--- src/rtl/bt_mbox_pkg.sv ---
package bt_mbox_pkg;
  localparam int unsigned DATA_W = 8;

  // control register bit positions (host-visible layout)
  localparam int unsigned CB_CTL_BUSY  = 7;
  localparam int unsigned CB_HOST_BUSY = 6;
  localparam int unsigned CB_GP_FLAG   = 5;
  localparam int unsigned CB_EVT_ATN   = 4;
  localparam int unsigned CB_C2H_ATN   = 3;
  localparam int unsigned CB_H2C_ATN   = 2;
  localparam int unsigned CB_CLR_RD    = 1;
  localparam int unsigned CB_CLR_WR    = 0;

  // mask register bit positions
  localparam int unsigned MB_RST_REQ = 7;
  localparam int unsigned MB_EVT_EN  = 1;
  localparam int unsigned MB_C2H_EN  = 0;

  typedef struct packed {
    logic host_busy;
    logic gp_flag;
    logic evt_atn;
    logic c2h_atn;
    logic h2c_atn;
  } mbox_flags_t;
endpackage

--- src/rtl/bt_ctrl_flags.sv ---
module bt_ctrl_flags
  import bt_mbox_pkg::*;
(
  input  logic              clk_i,
  input  logic              rst_ni,
  input  logic              wr_i,
  input  logic [DATA_W-1:0] wdata_i,
  input  logic              c2h_set_i,
  input  logic              evt_set_i,
  input  logic              h2c_clr_i,
  output mbox_flags_t       flags_o
);
  mbox_flags_t flags_q, flags_d;

  always_comb begin
    flags_d = flags_q;
    if (wr_i && wdata_i[CB_HOST_BUSY]) flags_d.host_busy = ~flags_q.host_busy;
    if (wr_i && wdata_i[CB_GP_FLAG])   flags_d.gp_flag   = ~flags_q.gp_flag;
    // controller raise beats host clear
    if (evt_set_i)                          flags_d.evt_atn = 1'b1;
    else if (wr_i && wdata_i[CB_EVT_ATN])   flags_d.evt_atn = 1'b0;
    if (c2h_set_i)                          flags_d.c2h_atn = 1'b1;
    else if (wr_i && wdata_i[CB_C2H_ATN])   flags_d.c2h_atn = 1'b0;
    // host raise beats controller clear
    if (wr_i && wdata_i[CB_H2C_ATN])        flags_d.h2c_atn = 1'b1;
    else if (h2c_clr_i)                     flags_d.h2c_atn = 1'b0;
  end

  always_ff @(posedge clk_i or negedge rst_ni) begin
    if (!rst_ni) flags_q <= '0;
    else         flags_q <= flags_d;
  end

  assign flags_o = flags_q;

  AST_ZERO_WRITE_NOP: assert property (@(posedge clk_i) disable iff (!rst_ni)
    (wr_i && wdata_i == '0 && !c2h_set_i && !evt_set_i && !h2c_clr_i) |=> $stable(flags_q));
  AST_BUSY_TOGGLE: assert property (@(posedge clk_i) disable iff (!rst_ni)
    (wr_i && wdata_i[CB_HOST_BUSY]) |=> (flags_q.host_busy != $past(flags_q.host_busy)));
  AST_C2H_SET_WINS: assert property (@(posedge clk_i) disable iff (!rst_ni)
    c2h_set_i |=> flags_q.c2h_atn);
  AST_EVT_SET_WINS: assert property (@(posedge clk_i) disable iff (!rst_ni)
    evt_set_i |=> flags_q.evt_atn);
  AST_H2C_HOST_WINS: assert property (@(posedge clk_i) disable iff (!rst_ni)
    (wr_i && wdata_i[CB_H2C_ATN]) |=> flags_q.h2c_atn);
endmodule

--- src/rtl/bt_msg_buf.sv ---
module bt_msg_buf
  import bt_mbox_pkg::*;
#(
  parameter int unsigned DEPTH       = 64,
  parameter bit          HOST_WRITES = 1'b1,
  localparam int unsigned AW         = $clog2(DEPTH)
) (
  input  logic              clk_i,
  input  logic              rst_ni,
  input  logic              ptr_clr_i,
  input  logic              host_acc_i,
  input  logic [DATA_W-1:0] host_wdata_i,
  output logic [DATA_W-1:0] host_rdata_o,
  input  logic              ctl_we_i,
  input  logic [AW-1:0]     ctl_addr_i,
  input  logic [DATA_W-1:0] ctl_wdata_i,
  output logic [DATA_W-1:0] ctl_rdata_o
);
  logic [DATA_W-1:0] mem_q [DEPTH];
  logic [AW-1:0]     ptr_q;

  // pointer wraps naturally at power-of-two depth
  always_ff @(posedge clk_i or negedge rst_ni) begin
    if (!rst_ni)         ptr_q <= '0;
    else if (ptr_clr_i)  ptr_q <= '0;
    else if (host_acc_i) ptr_q <= ptr_q + 1'b1;
  end

  generate
    if (HOST_WRITES) begin : g_host_wr
      always_ff @(posedge clk_i) begin
        if (host_acc_i) mem_q[ptr_q] <= host_wdata_i;
      end
      logic unused_ctl_wr;
      assign unused_ctl_wr = ^{ctl_we_i, ctl_wdata_i};
    end else begin : g_ctl_wr
      always_ff @(posedge clk_i) begin
        if (ctl_we_i) mem_q[ctl_addr_i] <= ctl_wdata_i;
      end
      logic unused_host_wr;
      assign unused_host_wr = ^host_wdata_i;
    end
  endgenerate

  assign host_rdata_o = mem_q[ptr_q];
  assign ctl_rdata_o  = mem_q[ctl_addr_i];

  AST_PTR_STEP: assert property (@(posedge clk_i) disable iff (!rst_ni)
    (host_acc_i && !ptr_clr_i) |=> (ptr_q == AW'($past(ptr_q) + 1)));
  AST_PTR_CLEAR: assert property (@(posedge clk_i) disable iff (!rst_ni)
    ptr_clr_i |=> (ptr_q == '0));
endmodule

--- src/rtl/bt_irq_mask.sv ---
module bt_irq_mask
  import bt_mbox_pkg::*;
(
  input  logic              clk_i,
  input  logic              rst_ni,
  input  logic              wr_i,
  input  logic [DATA_W-1:0] wdata_i,
  input  logic              c2h_atn_i,
  input  logic              evt_atn_i,
  output logic [1:0]        mask_o,
  output logic              irq_o,
  output logic              reset_req_o
);
  logic [1:0] mask_q;
  logic       rst_req_q;

  always_ff @(posedge clk_i or negedge rst_ni) begin
    if (!rst_ni) begin
      mask_q    <= '0;
      rst_req_q <= 1'b0;
    end else begin
      rst_req_q <= wr_i && wdata_i[MB_RST_REQ];
      if (wr_i) mask_q <= {wdata_i[MB_EVT_EN], wdata_i[MB_C2H_EN]};
    end
  end

  assign mask_o      = mask_q;
  assign irq_o       = (c2h_atn_i & mask_q[0]) | (evt_atn_i & mask_q[1]);
  assign reset_req_o = rst_req_q;

  AST_RST_REQ_PULSE: assert property (@(posedge clk_i) disable iff (!rst_ni)
    (wr_i && wdata_i[MB_RST_REQ]) |=> reset_req_o);
  AST_RST_REQ_ONLY_ON_WRITE: assert property (@(posedge clk_i) disable iff (!rst_ni)
    !(wr_i && wdata_i[MB_RST_REQ]) |=> !reset_req_o);
  AST_IRQ_MASKED: assert property (@(posedge clk_i) disable iff (!rst_ni)
    (mask_q == 2'b00) |-> !irq_o);
endmodule

--- src/rtl/bt_mbox_regs.sv ---
module bt_mbox_regs
  import bt_mbox_pkg::*;
#(
  parameter int unsigned DEPTH     = 64,
  parameter int unsigned ADDR_W    = 8,
  parameter logic [7:0]  OFS_CTRL  = 8'hE4,
  parameter logic [7:0]  OFS_DATA  = 8'hE5,
  parameter logic [7:0]  OFS_IMASK = 8'hE6,
  localparam int unsigned AW       = $clog2(DEPTH)
) (
  input  logic              clk_i,
  input  logic              rst_ni,
  input  logic              host_sel_i,
  input  logic              host_we_i,
  input  logic [ADDR_W-1:0] host_addr_i,
  input  logic [DATA_W-1:0] host_wdata_i,
  output logic [DATA_W-1:0] host_rdata_o,
  output logic              host_irq_o,
  input  logic              ctl_busy_i,
  input  logic              ctl_c2h_set_i,
  input  logic              ctl_sms_set_i,
  input  logic              ctl_h2c_clr_i,
  output logic              ctl_h2c_atn_o,
  output logic              ctl_host_busy_o,
  output logic              ctl_reset_req_o,
  input  logic [AW-1:0]     ctl_h2c_addr_i,
  output logic [DATA_W-1:0] ctl_h2c_rdata_o,
  input  logic              ctl_c2h_we_i,
  input  logic [AW-1:0]     ctl_c2h_addr_i,
  input  logic [DATA_W-1:0] ctl_c2h_wdata_i,
  output logic              mbox_idle_o
);
  logic hit_ctrl, hit_data, hit_mask;
  logic ctrl_wr, data_wr, data_rd, mask_wr;
  mbox_flags_t flags;
  logic [1:0]        mask;
  logic [DATA_W-1:0] ctrl_rd, c2h_host_rd, h2c_host_rd_unused, c2h_ctl_rd_unused;

  assign hit_ctrl = (host_addr_i == ADDR_W'(OFS_CTRL));
  assign hit_data = (host_addr_i == ADDR_W'(OFS_DATA));
  assign hit_mask = (host_addr_i == ADDR_W'(OFS_IMASK));
  assign ctrl_wr  = host_sel_i &&  host_we_i && hit_ctrl;
  assign data_wr  = host_sel_i &&  host_we_i && hit_data;
  assign data_rd  = host_sel_i && !host_we_i && hit_data;
  assign mask_wr  = host_sel_i &&  host_we_i && hit_mask;

  bt_ctrl_flags u_flags (
    .clk_i     (clk_i),
    .rst_ni    (rst_ni),
    .wr_i      (ctrl_wr),
    .wdata_i   (host_wdata_i),
    .c2h_set_i (ctl_c2h_set_i),
    .evt_set_i (ctl_sms_set_i),
    .h2c_clr_i (ctl_h2c_clr_i),
    .flags_o   (flags)
  );

  bt_msg_buf #(.DEPTH(DEPTH), .HOST_WRITES(1'b1)) u_h2c_buf (
    .clk_i        (clk_i),
    .rst_ni       (rst_ni),
    .ptr_clr_i    (ctrl_wr && host_wdata_i[CB_CLR_WR]),
    .host_acc_i   (data_wr),
    .host_wdata_i (host_wdata_i),
    .host_rdata_o (h2c_host_rd_unused),
    .ctl_we_i     (1'b0),
    .ctl_addr_i   (ctl_h2c_addr_i),
    .ctl_wdata_i  ('0),
    .ctl_rdata_o  (ctl_h2c_rdata_o)
  );

  bt_msg_buf #(.DEPTH(DEPTH), .HOST_WRITES(1'b0)) u_c2h_buf (
    .clk_i        (clk_i),
    .rst_ni       (rst_ni),
    .ptr_clr_i    (ctrl_wr && host_wdata_i[CB_CLR_RD]),
    .host_acc_i   (data_rd),
    .host_wdata_i ('0),
    .host_rdata_o (c2h_host_rd),
    .ctl_we_i     (ctl_c2h_we_i),
    .ctl_addr_i   (ctl_c2h_addr_i),
    .ctl_wdata_i  (ctl_c2h_wdata_i),
    .ctl_rdata_o  (c2h_ctl_rd_unused)
  );

  bt_irq_mask u_mask (
    .clk_i       (clk_i),
    .rst_ni      (rst_ni),
    .wr_i        (mask_wr),
    .wdata_i     (host_wdata_i),
    .c2h_atn_i   (flags.c2h_atn),
    .evt_atn_i   (flags.evt_atn),
    .mask_o      (mask),
    .irq_o       (host_irq_o),
    .reset_req_o (ctl_reset_req_o)
  );

  always_comb begin
    ctrl_rd               = '0;
    ctrl_rd[CB_CTL_BUSY]  = ctl_busy_i;
    ctrl_rd[CB_HOST_BUSY] = flags.host_busy;
    ctrl_rd[CB_GP_FLAG]   = flags.gp_flag;
    ctrl_rd[CB_EVT_ATN]   = flags.evt_atn;
    ctrl_rd[CB_C2H_ATN]   = flags.c2h_atn;
    ctrl_rd[CB_H2C_ATN]   = flags.h2c_atn;
  end

  always_comb begin
    host_rdata_o = '0;
    if (hit_ctrl)      host_rdata_o = ctrl_rd;
    else if (hit_data) host_rdata_o = c2h_host_rd;
    else if (hit_mask) host_rdata_o = {{(DATA_W-2){1'b0}}, mask};
  end

  assign ctl_h2c_atn_o   = flags.h2c_atn;
  assign ctl_host_busy_o = flags.host_busy;
  assign mbox_idle_o     = !(ctl_busy_i || flags.evt_atn || flags.c2h_atn || flags.h2c_atn);

  logic unused_rd;
  assign unused_rd = ^{h2c_host_rd_unused, c2h_ctl_rd_unused};

  AST_IDLE_BLOCKED_BY_H2C: assert property (@(posedge clk_i) disable iff (!rst_ni)
    ctrl_wr && host_wdata_i[CB_H2C_ATN] |=> !mbox_idle_o);
  AST_STRAY_WRITE_NOP: assert property (@(posedge clk_i) disable iff (!rst_ni)
    (host_sel_i && host_we_i && !hit_ctrl && !hit_data && !hit_mask
     && !ctl_c2h_set_i && !ctl_sms_set_i && !ctl_h2c_clr_i) |=> $stable(flags));
endmodule

--- config.mk ---
export PLATFORM = sky130hd
export DESIGN_NAME = bt_mbox_regs
export DESIGN_NICKNAME = d
export VERILOG_FILES = /design/src/rtl/bt_mbox_pkg.sv /design/src/rtl/bt_ctrl_flags.sv /design/src/rtl/bt_msg_buf.sv /design/src/rtl/bt_irq_mask.sv /design/src/rtl/bt_mbox_regs.sv
export SDC_FILE = /design/constraint.sdc
export NUM_CORES = 1
export LEC_CHECK = 0
export BUFFER_PORTS_ARGS = -buffer_cell sky130_fd_sc_hd__buf_2
export CORE_UTILIZATION = 23
export CTS_CLUSTER_DIAMETER = 100
export CTS_CLUSTER_SIZE = 28
export DETAILED_ROUTE_END_ITERATION = 16
export GPL_ROUTABILITY_DRIVEN = 0
export HOLD_SLACK_MARGIN = 0.03
export SLEW_MARGIN = 25
export SYNTH_ARGS = -nofsm -noshare
export SYNTH_HDL_FRONTEND = slang
export SYNTH_SLANG_ARGS = --single-unit
export TNS_END_PERCENT = 50
--- constraint.sdc ---
create_clock -name clk_i -period 4.2 [get_ports clk_i]
set_input_delay 0.63 -clock clk_i [delete_from_list [all_inputs] [get_ports clk_i]]
set_output_delay 0.63 -clock clk_i [all_outputs]
set_load 0.02 [all_outputs]
==> out/results.tsv <==
stage	metric	value	unit
clock_tree	root_buffer	clkbuf_16	
logic_synthesis	synth_seq_area_share	76.4	%
timing	worst_pin_slew	1.02	ns
timing	period_needed	4.10	ns
place	place_ws	0.326	ns
logic_synthesis	ys.flop_type	edfxtp_1	
critical_path	start_kind	flop	
logic_synthesis	synthTopCellsByArea	edfxtp_1, mux4_2, mux2i_1	
logic_synthesis	synth_area	40900	um2
timing	setup_violations	0	
pwr	leakage	13.6	nW
drt	wire_per_inst	21.6	um
drt	final_antenna_net_count	0	
worst_hold_path	hold_depth	2	
floorplanning	num_io_pins	66	
layout	instances_no_fill	4505	
critical_path	cp_max_fo	23	
timing	maxSlewHeadroom	31.8	%
flow_run	cap_viol_max_count	0	
drt	via_count	19600	
critical_path	crit_arrival	3.47	ns
pwr	p_total	17.5	mW
critical_path	critPathRequiredTime	3.57	ns
global_route	first_global_vias	19800	
timing	finalSetupTns	0	ns
critical_path	cp-end-kind	output port	
floorplanning	start_util	23.2	%
place	dpl.hpwl	62600	um
logic_synthesis	synth_top_area_share	75.1	%
place	place_inst	4422	
clock_tree	cts_buffer_depth	3	
clock_tree	insertion_delay	0.65	ns
status	status	finished with violations	
clock_tree	clk_pin_slew	0.12	ns
global_route	grt_pass1_wl	140000	um
drt	routed_wirelength	97500	um
status	violations	DRC	
logic_synthesis	yosysMostFrequentCell	edfxtp_1	
layout	diodes	0	
logic_synthesis	yosys.cell_types.count	45	
timing	hold_slack	0.267	ns
pwr	p_per_area	378	nW/um2
floorplanning	die_w	424	um
layout	drive_above_1_share	22.3	%
drt	drc	6	
logic_synthesis	synth-edff-count	1024	
logic_synthesis	synth_cells	1992	
layout	layout.nets	2178	
drt	detail_route.vias_per_cell	4.35	
floorplanning	placementRows	154	
critical_path	ff2ff_path_depth	4	
worst_hold_path	holdCritPathClass	input port to flop	
floorplanning	die_h	424	um
global_route	track_usage	10.5	%
logic_synthesis	synth_nets	2039	
global_route	grt.overflow.total	0	
logic_synthesis	synth_commonest_cells	edfxtp_1, mux2i_1, mux4_2	
floorplanning	core_area	176000	um2
layout	fillers	17700	
global_route	grt_max_degree	66	
drt	first_pass_iters	11	
logic_synthesis	avgSynthCellArea	20.5	um2
timing	maxSlewViolCount	0	
logic_synthesis	async_reset_ff_share	1.92	%
drt	drt_iter0_markers	2028	
clock_tree	htree_levels	2	
clock_tree	cts_tree	built	
timing	setup_ws	0.0973	ns
timing	fin_crit_sh	97.7	%
floorplanning	die_area	180000	um2
global_route	antenna_found_initial	3	
critical_path	path_class	flop to output port	
clock_tree	cts.sinks	1044	
timing	finalHoldViolations	0	
clock_tree	cts-buffers-inserted	43	
logic_synthesis	yosys_warnings	0	
layout	multi_input_area	9160	um2
timing	fmax	0.244	GHz
logic_synthesis	synth_top_area_cell	edfxtp_1	
timing	rsz0062_at_grt	false	
timing	finalClockSkew	0.0434	ns
logic_synthesis	synth_seq_cells	1044	
place	io_buffers	65	
layout	seqCellArea	31300	um2
pwr	peakVddDrop	253	uV
layout	area_growth	12.8	%
worst max-delay path, stage by stage (launching register included):
cell	delay, ns
dfrtp_2	0.47
buf_4	0.30
nor2b_4	0.07
buf_4	0.24
a22o_1	0.28
a221oi_1	0.50
o22ai_1	0.16
a2111oi_0	0.39
a211o_1	0.21
buf_2	0.18
routing by layer:
layer / track usage [%] / vias to the layer above / wire (um) / share of wire [%]
li1: - / 8435 / - / -
met1: 14.3 / 10500 / 42000 / 43
met2: 17.7 / 593 / 47800 / 49
met3: 1.65 / 98 / 5860 / 6.0
met4: 2.05 / 0 / 1840 / 1.9
met5: 0 / - / 0 / 0
final timing paths:
path                                    startpoint                     end  slack (ns)
min in group asynchronous                   rst_ni      u_c2h_buf.ptr_q[4]        0.62
worst max register to register  u_h2c_buf.ptr_q[2]  u_h2c_buf.mem_q[39][3]        2.15
worst min-delay path                 ctl_sms_set_i      u_flags.flags_o[2]        0.27
max in group asynchronous                   rst_ni      u_c2h_buf.ptr_q[0]        3.08
worst min register to register  u_h2c_buf.ptr_q[2]      u_h2c_buf.ptr_q[2]        0.58
worst max-delay path            u_c2h_buf.ptr_q[1]         host_rdata_o[7]         0.1
area by class of cell:
type,instances,area share [%]
clock buffers,75,2.59
clock inverters,4,0.119
inverters,3,0.0244
multi-input cells,833,19.8
flip-flops and latches,1044,67.7
well taps,2340,6.34
repair buffers,206,3.41
layout by cell type, fill, tap and decap left out, types with 22 or more instances in the layout:
cell type	count
buf_4	128
a22oi_1	39
a221oi_1	22
mux4_2	201
edfxtp_1	1024
nand2_1	38
a22o_1	25
clkbuf_1	32
nor2_1	147
clkbuf_16	43
mux2i_1	204
buf_2	61
where the power goes:
part / switching, mW / internal (mW)
combinational: 0.542 / 0.336
clock: 3.11 / 2.00
sequential: 0.0127 / 11.5
state kept, by name (all words and copies together), names as in the netlist:
register,flops
u_c2h_buf.ptr_q,6
u_flags.flags_o,5
u_h2c_buf.ptr_q,6
u_c2h_buf.mem_q,512
u_mask.mask_o,2
u_h2c_buf.mem_q,512
u_mask.reset_req_o,1
per-stage QoR:
step,utilization [%],area [um2]
3_5_place_dp,25.4,44800
4_1_cts,26.1,46100
2_1_floorplan,-,40900
5_1_grt,26.2,46200
3_3_place_gp,25.4,44800
6_report,26.2,46200
timing repair:
action | in CTS | in global routing
endpoints found under the hold margin | 19 | 0
buffers inserted | 1 | 2
gates resized for setup | 11 | 5
cloned | 0 | 0
endpoints found under the setup margin | 7 | 2
pin swaps | 0 | 0
hold buffers | 1 | 0
cell families (layout without fill, tap and decap cells):
group | after synthesis | after routing | share of synthesized area [%]
DFF | 1044 | 1044 | 76.4
and+or+nand+nor | 251 | 251 | 2.72
buffers and inverters | 115 | 288 | 1.45
xor gates and xnor gates | 12 | 12 | 0.257
AOI/OAI and AO/OA | 154 | 154 | 2.85
muxes | 414 | 414 | 16.3
adders and majority gates | 2 | 2 | 0.0611
No activity file was read; power rests on OpenSTA's default activity.
